$ cat config.mk
export PLATFORM = sky130hd
export DESIGN_NAME = busclk_gate
export DESIGN_NICKNAME = d
export VERILOG_FILES = /design/src/rtl/busclk_pkg.sv /design/src/rtl/busclk_regs.sv /design/src/rtl/busclk_div.sv /design/src/rtl/busclk_gate.sv
export SDC_FILE = /design/constraint.sdc
export NUM_CORES = 1
export LEC_CHECK = 0
export BUFFER_PORTS_ARGS = -buffer_cell sky130_fd_sc_hd__buf_2
export CAP_MARGIN = 25
export CORE_ASPECT_RATIO = 0.7
export CORE_MARGIN = 5
export CORE_UTILIZATION = 38
export CTS_CLUSTER_SIZE = 24
export DETAILED_ROUTE_END_ITERATION = 12
export HOLD_SLACK_MARGIN = 0.15
export PLACE_DENSITY = 0.64
export SYNTH_ARGS = -nofsm -noshare
export SYNTH_HDL_FRONTEND = slang
export SYNTH_SLANG_ARGS = --single-unit
$ cat constraint.sdc
create_clock -name clk -period 4.9 [get_ports clk]
set_clock_uncertainty 0.1 [all_clocks]
set_input_delay 0.245 -clock clk [delete_from_list [all_inputs] [get_ports clk]]
set_output_delay 0.245 -clock clk [all_outputs]
set_load 0.005 [all_outputs]
$ cat src/rtl/busclk_pkg.sv
package busclk_pkg;

    localparam int NDOM      = 4;
    localparam int DATA_W    = 32;
    localparam int SEL_W     = 3;
    localparam int FIELD_W   = 8;
    localparam int DIVEN_POS = 7;
    localparam int CNT_W     = 2 ** SEL_W;

    localparam logic [7:0] OFF_SEL       = 8'h04;
    localparam logic [7:0] OFF_MASK_BASE = 8'h08;

    typedef enum logic [1:0] {
        D_CPU = 2'd0,
        D_HSB = 2'd1,
        D_PBA = 2'd2,
        D_PBB = 2'd3
    } dom_id_t;

    typedef struct packed {
        logic             div_en;
        logic [SEL_W-1:0] sel;
    } dom_cfg_t;

    function automatic dom_cfg_t field_of(input logic [DATA_W-1:0] r, input int d);
        dom_cfg_t c;
        c.div_en = r[d*FIELD_W + DIVEN_POS];
        c.sel    = r[d*FIELD_W +: SEL_W];
        return c;
    endfunction

    function automatic logic [DATA_W-1:0] sel_keep();
        logic [DATA_W-1:0] m;
        m = '0;
        for (int d = 0; d < NDOM; d++) begin
            m[d*FIELD_W +: SEL_W]      = '1;
            m[d*FIELD_W + DIVEN_POS]   = 1'b1;
        end
        return m;
    endfunction

    // Terminal count of a 2^(sel+1) period: all ones in the low sel+1 bits.
    function automatic logic [CNT_W-1:0] last_count(input logic [SEL_W-1:0] s);
        return {CNT_W{1'b1}} >> (CNT_W - 1 - int'(s));
    endfunction

endpackage

$ cat src/rtl/busclk_regs.sv
module busclk_regs
    import busclk_pkg::*;
#(
    parameter int ADDR_W = 8,
    parameter int MOD_W  = 16
) (
    input  logic                          clk,
    input  logic                          rst,
    input  logic                          req_valid,
    input  logic                          req_write,
    input  logic [ADDR_W-1:0]             req_addr,
    input  logic [DATA_W-1:0]             req_wdata,
    output logic                          rsp_valid,
    output logic [DATA_W-1:0]             rsp_rdata,
    output logic [DATA_W-1:0]             sel_q,
    output logic [NDOM-1:0][MOD_W-1:0]    mask_q
);

    localparam logic [DATA_W-1:0] SEL_KEEP = sel_keep();

    logic              wr_en;
    logic              rd_en;
    logic              hit_sel;
    logic [NDOM-1:0]   hit_mask;
    logic [DATA_W-1:0] rd_next;

    assign wr_en   = req_valid && req_write;
    assign rd_en   = req_valid && !req_write;
    assign hit_sel = (req_addr == ADDR_W'(OFF_SEL));

    always_ff @(posedge clk) begin
        if (rst) begin
            sel_q <= '0;
        end else if (wr_en && hit_sel) begin
            sel_q <= req_wdata & SEL_KEEP;
        end
    end

    for (genvar d = 0; d < NDOM; d++) begin : g_mask
        assign hit_mask[d] = (req_addr == ADDR_W'(OFF_MASK_BASE + 8'(4 * d)));

        always_ff @(posedge clk) begin
            if (rst) begin
                mask_q[d] <= '1;
            end else if (wr_en && hit_mask[d]) begin
                mask_q[d] <= req_wdata[MOD_W-1:0];
            end
        end
    end

    always_comb begin
        rd_next = '0;
        if (hit_sel) begin
            rd_next = sel_q;
        end
        for (int d = 0; d < NDOM; d++) begin
            if (hit_mask[d]) begin
                rd_next = DATA_W'(mask_q[d]);
            end
        end
    end

    always_ff @(posedge clk) begin
        if (rst) begin
            rsp_valid <= 1'b0;
            rsp_rdata <= '0;
        end else begin
            rsp_valid <= rd_en;
            if (rd_en) begin
                rsp_rdata <= rd_next;
            end
        end
    end

endmodule

$ cat src/rtl/busclk_div.sv
module busclk_div
    import busclk_pkg::*;
(
    input  logic     clk,
    input  logic     rst,
    input  dom_cfg_t cfg_i,
    output logic     ce_o
);

    dom_cfg_t         act_q;
    logic [CNT_W-1:0] cnt_q;

    // A strobe marks a period boundary; the requested config is adopted only there.
    assign ce_o = !act_q.div_en || (cnt_q == last_count(act_q.sel));

    always_ff @(posedge clk) begin
        if (rst) begin
            act_q <= '0;
            cnt_q <= '0;
        end else if (ce_o) begin
            act_q <= cfg_i;
            cnt_q <= '0;
        end else begin
            cnt_q <= cnt_q + 1'b1;
        end
    end

endmodule

$ cat src/rtl/busclk_gate.sv
module busclk_gate
    import busclk_pkg::*;
#(
    parameter int ADDR_W = 8,
    parameter int MOD_W  = 16
) (
    input  logic                    clk,
    input  logic                    rst,
    input  logic                    req_valid,
    input  logic                    req_write,
    input  logic [ADDR_W-1:0]       req_addr,
    input  logic [DATA_W-1:0]       req_wdata,
    output logic                    rsp_valid,
    output logic [DATA_W-1:0]       rsp_rdata,
    output logic [NDOM-1:0]         dom_ce,
    output logic [NDOM*MOD_W-1:0]   mod_ce,
    output logic                    keep_alive_ce
);

    logic [DATA_W-1:0]          sel_q;
    logic [NDOM-1:0][MOD_W-1:0] mask_q;
    dom_cfg_t                   cfg [NDOM];

    busclk_regs #(
        .ADDR_W (ADDR_W),
        .MOD_W  (MOD_W)
    ) u_regs (
        .clk       (clk),
        .rst       (rst),
        .req_valid (req_valid),
        .req_write (req_write),
        .req_addr  (req_addr),
        .req_wdata (req_wdata),
        .rsp_valid (rsp_valid),
        .rsp_rdata (rsp_rdata),
        .sel_q     (sel_q),
        .mask_q    (mask_q)
    );

    for (genvar d = 0; d < NDOM; d++) begin : g_dom
        assign cfg[d] = field_of(sel_q, d);

        busclk_div u_div (
            .clk   (clk),
            .rst   (rst),
            .cfg_i (cfg[d]),
            .ce_o  (dom_ce[d])
        );

        assign mod_ce[d*MOD_W +: MOD_W] = {MOD_W{dom_ce[d]}} & mask_q[d];
    end

    assign keep_alive_ce = dom_ce[D_PBB];

endmodule

; ---- Yosys cells after proc, flatten, opt, wreduce, memory -nomap -nowiden
; Cells that the tools add are included.
[totals]
regBits = 161
out_inout_bits = 102
wordCells = 69
input_bits = 44
[op_classes]
shifts = 4
eq_ne = 9
n_bitwise = 4
n_reduce_logical = 20
addsub = 8
mux = 5
[ops]
columns = cell, n
row1 = $mux 32, 5
row2 = $shr 8x32->8 const A, 4
row3 = $and 16x16->16, 4
row4 = $add 8x1->8 const B, 4
row5 = $eq 8x8->1, 4
row6 = $eq 8x4->1 const B, 2
row7 = $eq 8x5->1 const B, 2
row8 = $sub 3x3->4 const A, 4
row9 = $eq 8x3->1 const B, 1
row10 = $reduce_or 2->1, 4
row11 = $logic_and 1x1->1, 7
row12 = $logic_not 1->1, 5
row13 = $logic_or 1x1->1, 4

; ---- Longest topological paths before layout
[depth]
ltp_word = 6
mapped_depth = 8
depth_no_buf = 6

; ---- Modules after synthesis
; From an unflattened synthesis, not the netlist that was laid out.
[unflattened]
cells_unflattened = 928
hier_area_um2 = 7970.1
[modules_own_cells]
columns = mod, seq_area_each_um2, area_per_inst_um2, instances, cells_per_inst
row1 = busclk_regs, 2102.0, 4484.3, 1, 519
row2 = busclk_div, 240.2, 744.5, 4, 85
row3 = busclk_gate, 0.0, 508.0, 1, 69

; ---- Worst setup path before layout
; OpenSTA, ideal clock, no wires.
[synth_path]
kind = register to output
from = reg g_dom[3].u_div.act_q[1] in the netlist's numbering
to = out mod_ce[55]
path_stages_with_launch = 9
t_required_ns = 4.555
arrival_time_ns = 1.806
n_path_buf = 3
slack_ns = 2.749
path_cell_list = dfxtp_1 > buf_4 > a21oi_1 > o211ai_1 > or4_1 > buf_2 > o21ai_2 > buf_4 > and2_1
[synth_between]
elab_chain_len = 5
[synth_rtl]
columns = element, line_no
row1 = from (decl), busclk_div.sv:10  ; dom_cfg_t act_q;
row2 = from (signal assigned), busclk_div.sv:21  ; act_q <= cfg_i;
row3 = $sub 3x3->4, busclk_pkg.sv:44  ; return {CNT_W{1'b1}} >> (CNT_W - 1 - int'(s));
row4 = $shr 8x32->8, busclk_pkg.sv:44
row5 = $eq 8x8->1, busclk_div.sv:14  ; assign ce_o = !act_q.div_en || (cnt_q == last_count(act_q.sel));
row6 = $logic_or 1x1->1, busclk_div.sv:14
row7 = via keep_alive_ce, busclk_gate.sv:17  ; output logic keep_alive_ce
row8 = $and 16x16->16, busclk_gate.sv:50  ; assign mod_ce[d*MOD_W +: MOD_W] = {MOD_W{dom_ce[d]}} & mask_q[d];
row9 = to (decl), busclk_gate.sv:16  ; output logic [NDOM*MOD_W-1:0] mod_ce,
; The timed path passes the listed nets, and every way through them passes these cells.

; ---- Worst setup path in the final report
[layout_path]
from = reg g_dom[3].u_div.act_q[1] in the netlist's numbering
to = out mod_ce[49]
[layout_between]
elab_chain_len = 5
[layout_rtl]
columns = element, line_no
row1 = $sub 3x3->4, busclk_pkg.sv:44
row2 = $shr 8x32->8, busclk_pkg.sv:44
row3 = $eq 8x8->1, busclk_div.sv:14
row4 = $logic_or 1x1->1, busclk_div.sv:14
row5 = $and 16x16->16, busclk_gate.sv:50
; Every way passes these cells.

==> summary.md <==
| Metric | Value |
|---|---|
| Max Freq | 299 MHz |
| Primary FF master, synth | dfxtp_1 |
| Die Span Y | 128 microns |
| PD cells | 298 nW/um^2 |
| Mean area per synthesized cell | 8.39 sq um |
| VDD IR max | 201 uV |
| DR WL/cell | 16.6 microns |
| NetSw | 0.000585 W |
| Most frequent cells in the layout | 153 x dfxtp_1, 140 x nor2_1, 128 x buf_2, 62 x nand2_1, 60 x nor2b_1 |
| Worst slew margin | 0.348 |
| Hold Path Depth | 3 |
| Die footprint | 23,000 sq um |
| Vias in the first global route | 6,364 |
| IO buf count | 129 |
| Initial core utilization | 0.385 |
| Global-route wire length before repair | 34,300 microns |
| Post-CTS sizing | 0 |
| Post-synth top area share | 0.403 |
| Unrepaired setup endpoints after global routing | false |
| Min Clock Period, post-route | 3340 ps |
| Layout cells sized above 1 | 0.185 |
| Reg2reg path depth | 5 |
| Gr usage total | 0.189 |
| Launching point of the worst reg2reg path | g_dom[3].u_div.act_q[1] |
| Row count | 43 |
| Worst-margin pin slew | 975 ps |
| Worst path required time | 4550 ps |
| Endpoints failing hold | 0 |
| Vias | 6,695 |
| Clock sinks | 153 |
| Die Wd | 179 microns |
| Reg clk slew, reported paths | 60 ps |
| Largest net degree at the start of global routing | 86 |
| Setup CP Type | flip-flop to primary output |
| Post-DP HPWL | 14,900 microns |
| Final Total Pwr | 0.00275 W |
| DRT Wirelength | 21,600 microns |
| ANT cells | 0 |
| Synth warn | 0 |
| Async SR Flop Fraction | 0 |
| Clock Latency Late Sink | 420 ps |
| Number of synthesized flops with an enable pin | 0 |
| Drt via density | 5.14 |
| Crit start category | flip-flop |
| Seq/Total Area, Yosys | 0.403 |
| Overflow after GRT | 0 |
| DRC | 0 |
| Hold Path Sink | u_regs.mask_q[24] |
| Reg power frac | 0.456 |
| Net Sw Frac | 0.213 |
| Logic gate share of total power | 0.048 |
| Max-cap violation count | 0 |
| Placer Congestion | 0.881 |
| Status | finished, final reports clean |
| Arrival time at the worst endpoint | 3000 ps |
| Worst reg2reg endpoint | g_dom[3].u_div.act_q[3] |
| #FFs+latches synth | 153 |
| Netlist cell types | 60 |
| Slew Limit Fails | 0 |
| CTS tree | yes |
| Longest Clk Path Bufs | 2 |
| CP Capture Type | primary output |
| Layout overhead on the synthesized area | 21.1% |
| Remaining antenna violation count | 0 |
| CTS Buf Count | 17 |
| Post-synth top area cell | dfxtp_1 |
| Layout filler cell count | 1,942 |
| Period utilization | 0.683 |
| Clk root buf | clkbuf_16 |
| Critical path peak fanout | 19 |
| Internal power | 0.00216 W |
| Setup slack, reg-to-reg | 2320 ps |
| Worst hold-check path type | input port to flip-flop |
| Final setup fails | 0 |
| Synth Instances | 905 |
| Top post-synthesis cells by area | dfxtp_1 40%, nor2_1 6.9%, mux2i_1 6.6% |
| Pleak | 3.51 nW |
| DR iter-0 viols | 536 |
| Most common cell after layout, fill and taps aside | dfxtp_1 |
| Num ports | 146 |
| Drt pass-1 iters | 5 |
| H-Tree Depth | 4 |
| Setup TNS | 0 ps |
| Total core area | 19,700 sq um |
| Clock power share | 0.497 |
| Synthesized area | 7600 sq um |
| Antenna violations before repair | 0 |
| Nets | 1,072 |
| Hold Path Origin | req_addr[3] |
-- power groups by stage --
stage | sequential, W | clock (W) | combinational, W
4_1_cts | 0.00125 | 0.00138 | 0.000128
6_report | 0.00125 | 0.00136 | 0.000131
3_3_place_gp | 0.00128 | 0 | 0.000113
5_1_grt | 0.00125 | 0.00144 | 0.000140
3_5_place_dp | 0.00128 | 0 | 0.000113
2_1_floorplan | 0.00128 | 0 | 0.0000675
-- cell usage after synthesis, types with 2 or more instances --
cell type	number
dfxtp_1	153
nor2_1	140
nand2_1	62
nor2b_1	60
mux2i_1	50
and2_1	49
a21oi_1	48
clkbuf_1	36
a211o_1	33
nand3_1	27
inv_1	20
a22oi_1	19
xnor2_1	19
nand2b_1	17
o22ai_1	17
buf_4	16
buf_2	15
nor4_1	12
mux2_2	9
nor3b_1	9
and3_1	7
o21ai_0	7
xor2_1	6
nand4_1	5
nor3_1	5
o21bai_1	5
ha_1	4
o21a_1	4
a21bo_2	3
nand4b_1	3
nor3_2	3
o21ai_1	3
o311ai_0	3
or4b_1	3
a21boi_0	2
a21o_1	2
buf_1	2
o2111ai_1	2
o211ai_1	2
or3_1	2
or4_1	2
-- state kept, by name (all words and copies together), names as in the netlist --
register and flops:
g_dom.u_div.act_q 16, u_regs.rsp_valid 1, g_dom.u_div.cnt_q 32, u_regs.sel_q 16, u_regs.mask_q 64, u_regs.rsp_rdata 24
-- worst max-delay path: stages, from the launching register on --
cell and delay, ps:
dfxtp_1 490, a21bo_2 180, o211ai_1 80, or4_1 700, o21ai_2 710, and2_1 280
buf_2 130
-- metrics by stage --
step / cell area [sq um] / util / std cells / setup slack, ps / hold WS [ps]
finish: 9200 / 0.466 / 1303 / 1560 / 239
global route: 9200 / 0.466 / 1303 / 1330 / 251
CTS: 9180 / 0.465 / 1301 / 1550 / 263
detailed placement: 8330 / 0.422 / 1249 / 1980 / 345
global placement: 8330 / 0.422 / 1249 / 2030 / 340
floorplan: 7620 / - / 912 / 2750 / 263
-- layer usage --
layer	global-route usage	share of wire	vias to the layer above	wire, microns
met3	0.0545	0.081	20	1740
met2	0.256	0.41	222	8740
met1	0.286	0.50	3131	10900
li1	-	-	3322	-
met5	0	0	-	0
met4	0.0532	0.011	0	232
-- area by class of cell --
type                            count  area [sq um]  area share
Timing Repair Buffer              163           975       0.106
Sequential cell                   153          3060       0.333
Inverter                           21          78.8     0.00857
Clock buffer                       19           453      0.0492
Tap cell                          270           338      0.0367
Clock inverter                      9           150      0.0163
Multi-Input combinational cell    668          4140       0.450
-- worst max path at each step --
stage,from,to,slack [ps],cells after the start
floorplan,g_dom[3].u_div.act_q[1],mod_ce[55],2750,8
global placement,req_addr[0],u_regs.mask_q[19],2030,6
detailed placement,req_addr[0],u_regs.mask_q[0],1980,6
CTS,g_dom[3].u_div.act_q[1],mod_ce[49],1550,6
global route,g_dom[3].u_div.cnt_q[4],mod_ce[49],1330,6
finish,g_dom[3].u_div.act_q[1],mod_ce[49],1560,6
-- cell families (layout without fill, tap and decap cells) --
group	after synthesis	count (layout)	synth area share
other cells	1	8	0.000494
compound gates	161	161	0.147
fa+ha+maj	4	4	0.00659
flops	153	153	0.403
simple gates	411	411	0.280
xor+xnor	25	25	0.0288
mux	59	59	0.0792
buf+inv	91	212	0.0555
-- repair_timing --
action / in CTS / in global routing
setup endpoints to repair: 0 / 0
setup buffers: 0 / 0
hold buffers: 24 / 0
endpoints found under the hold margin: 78 / 0
Note: power is estimated with default switching activity, not from simulation.
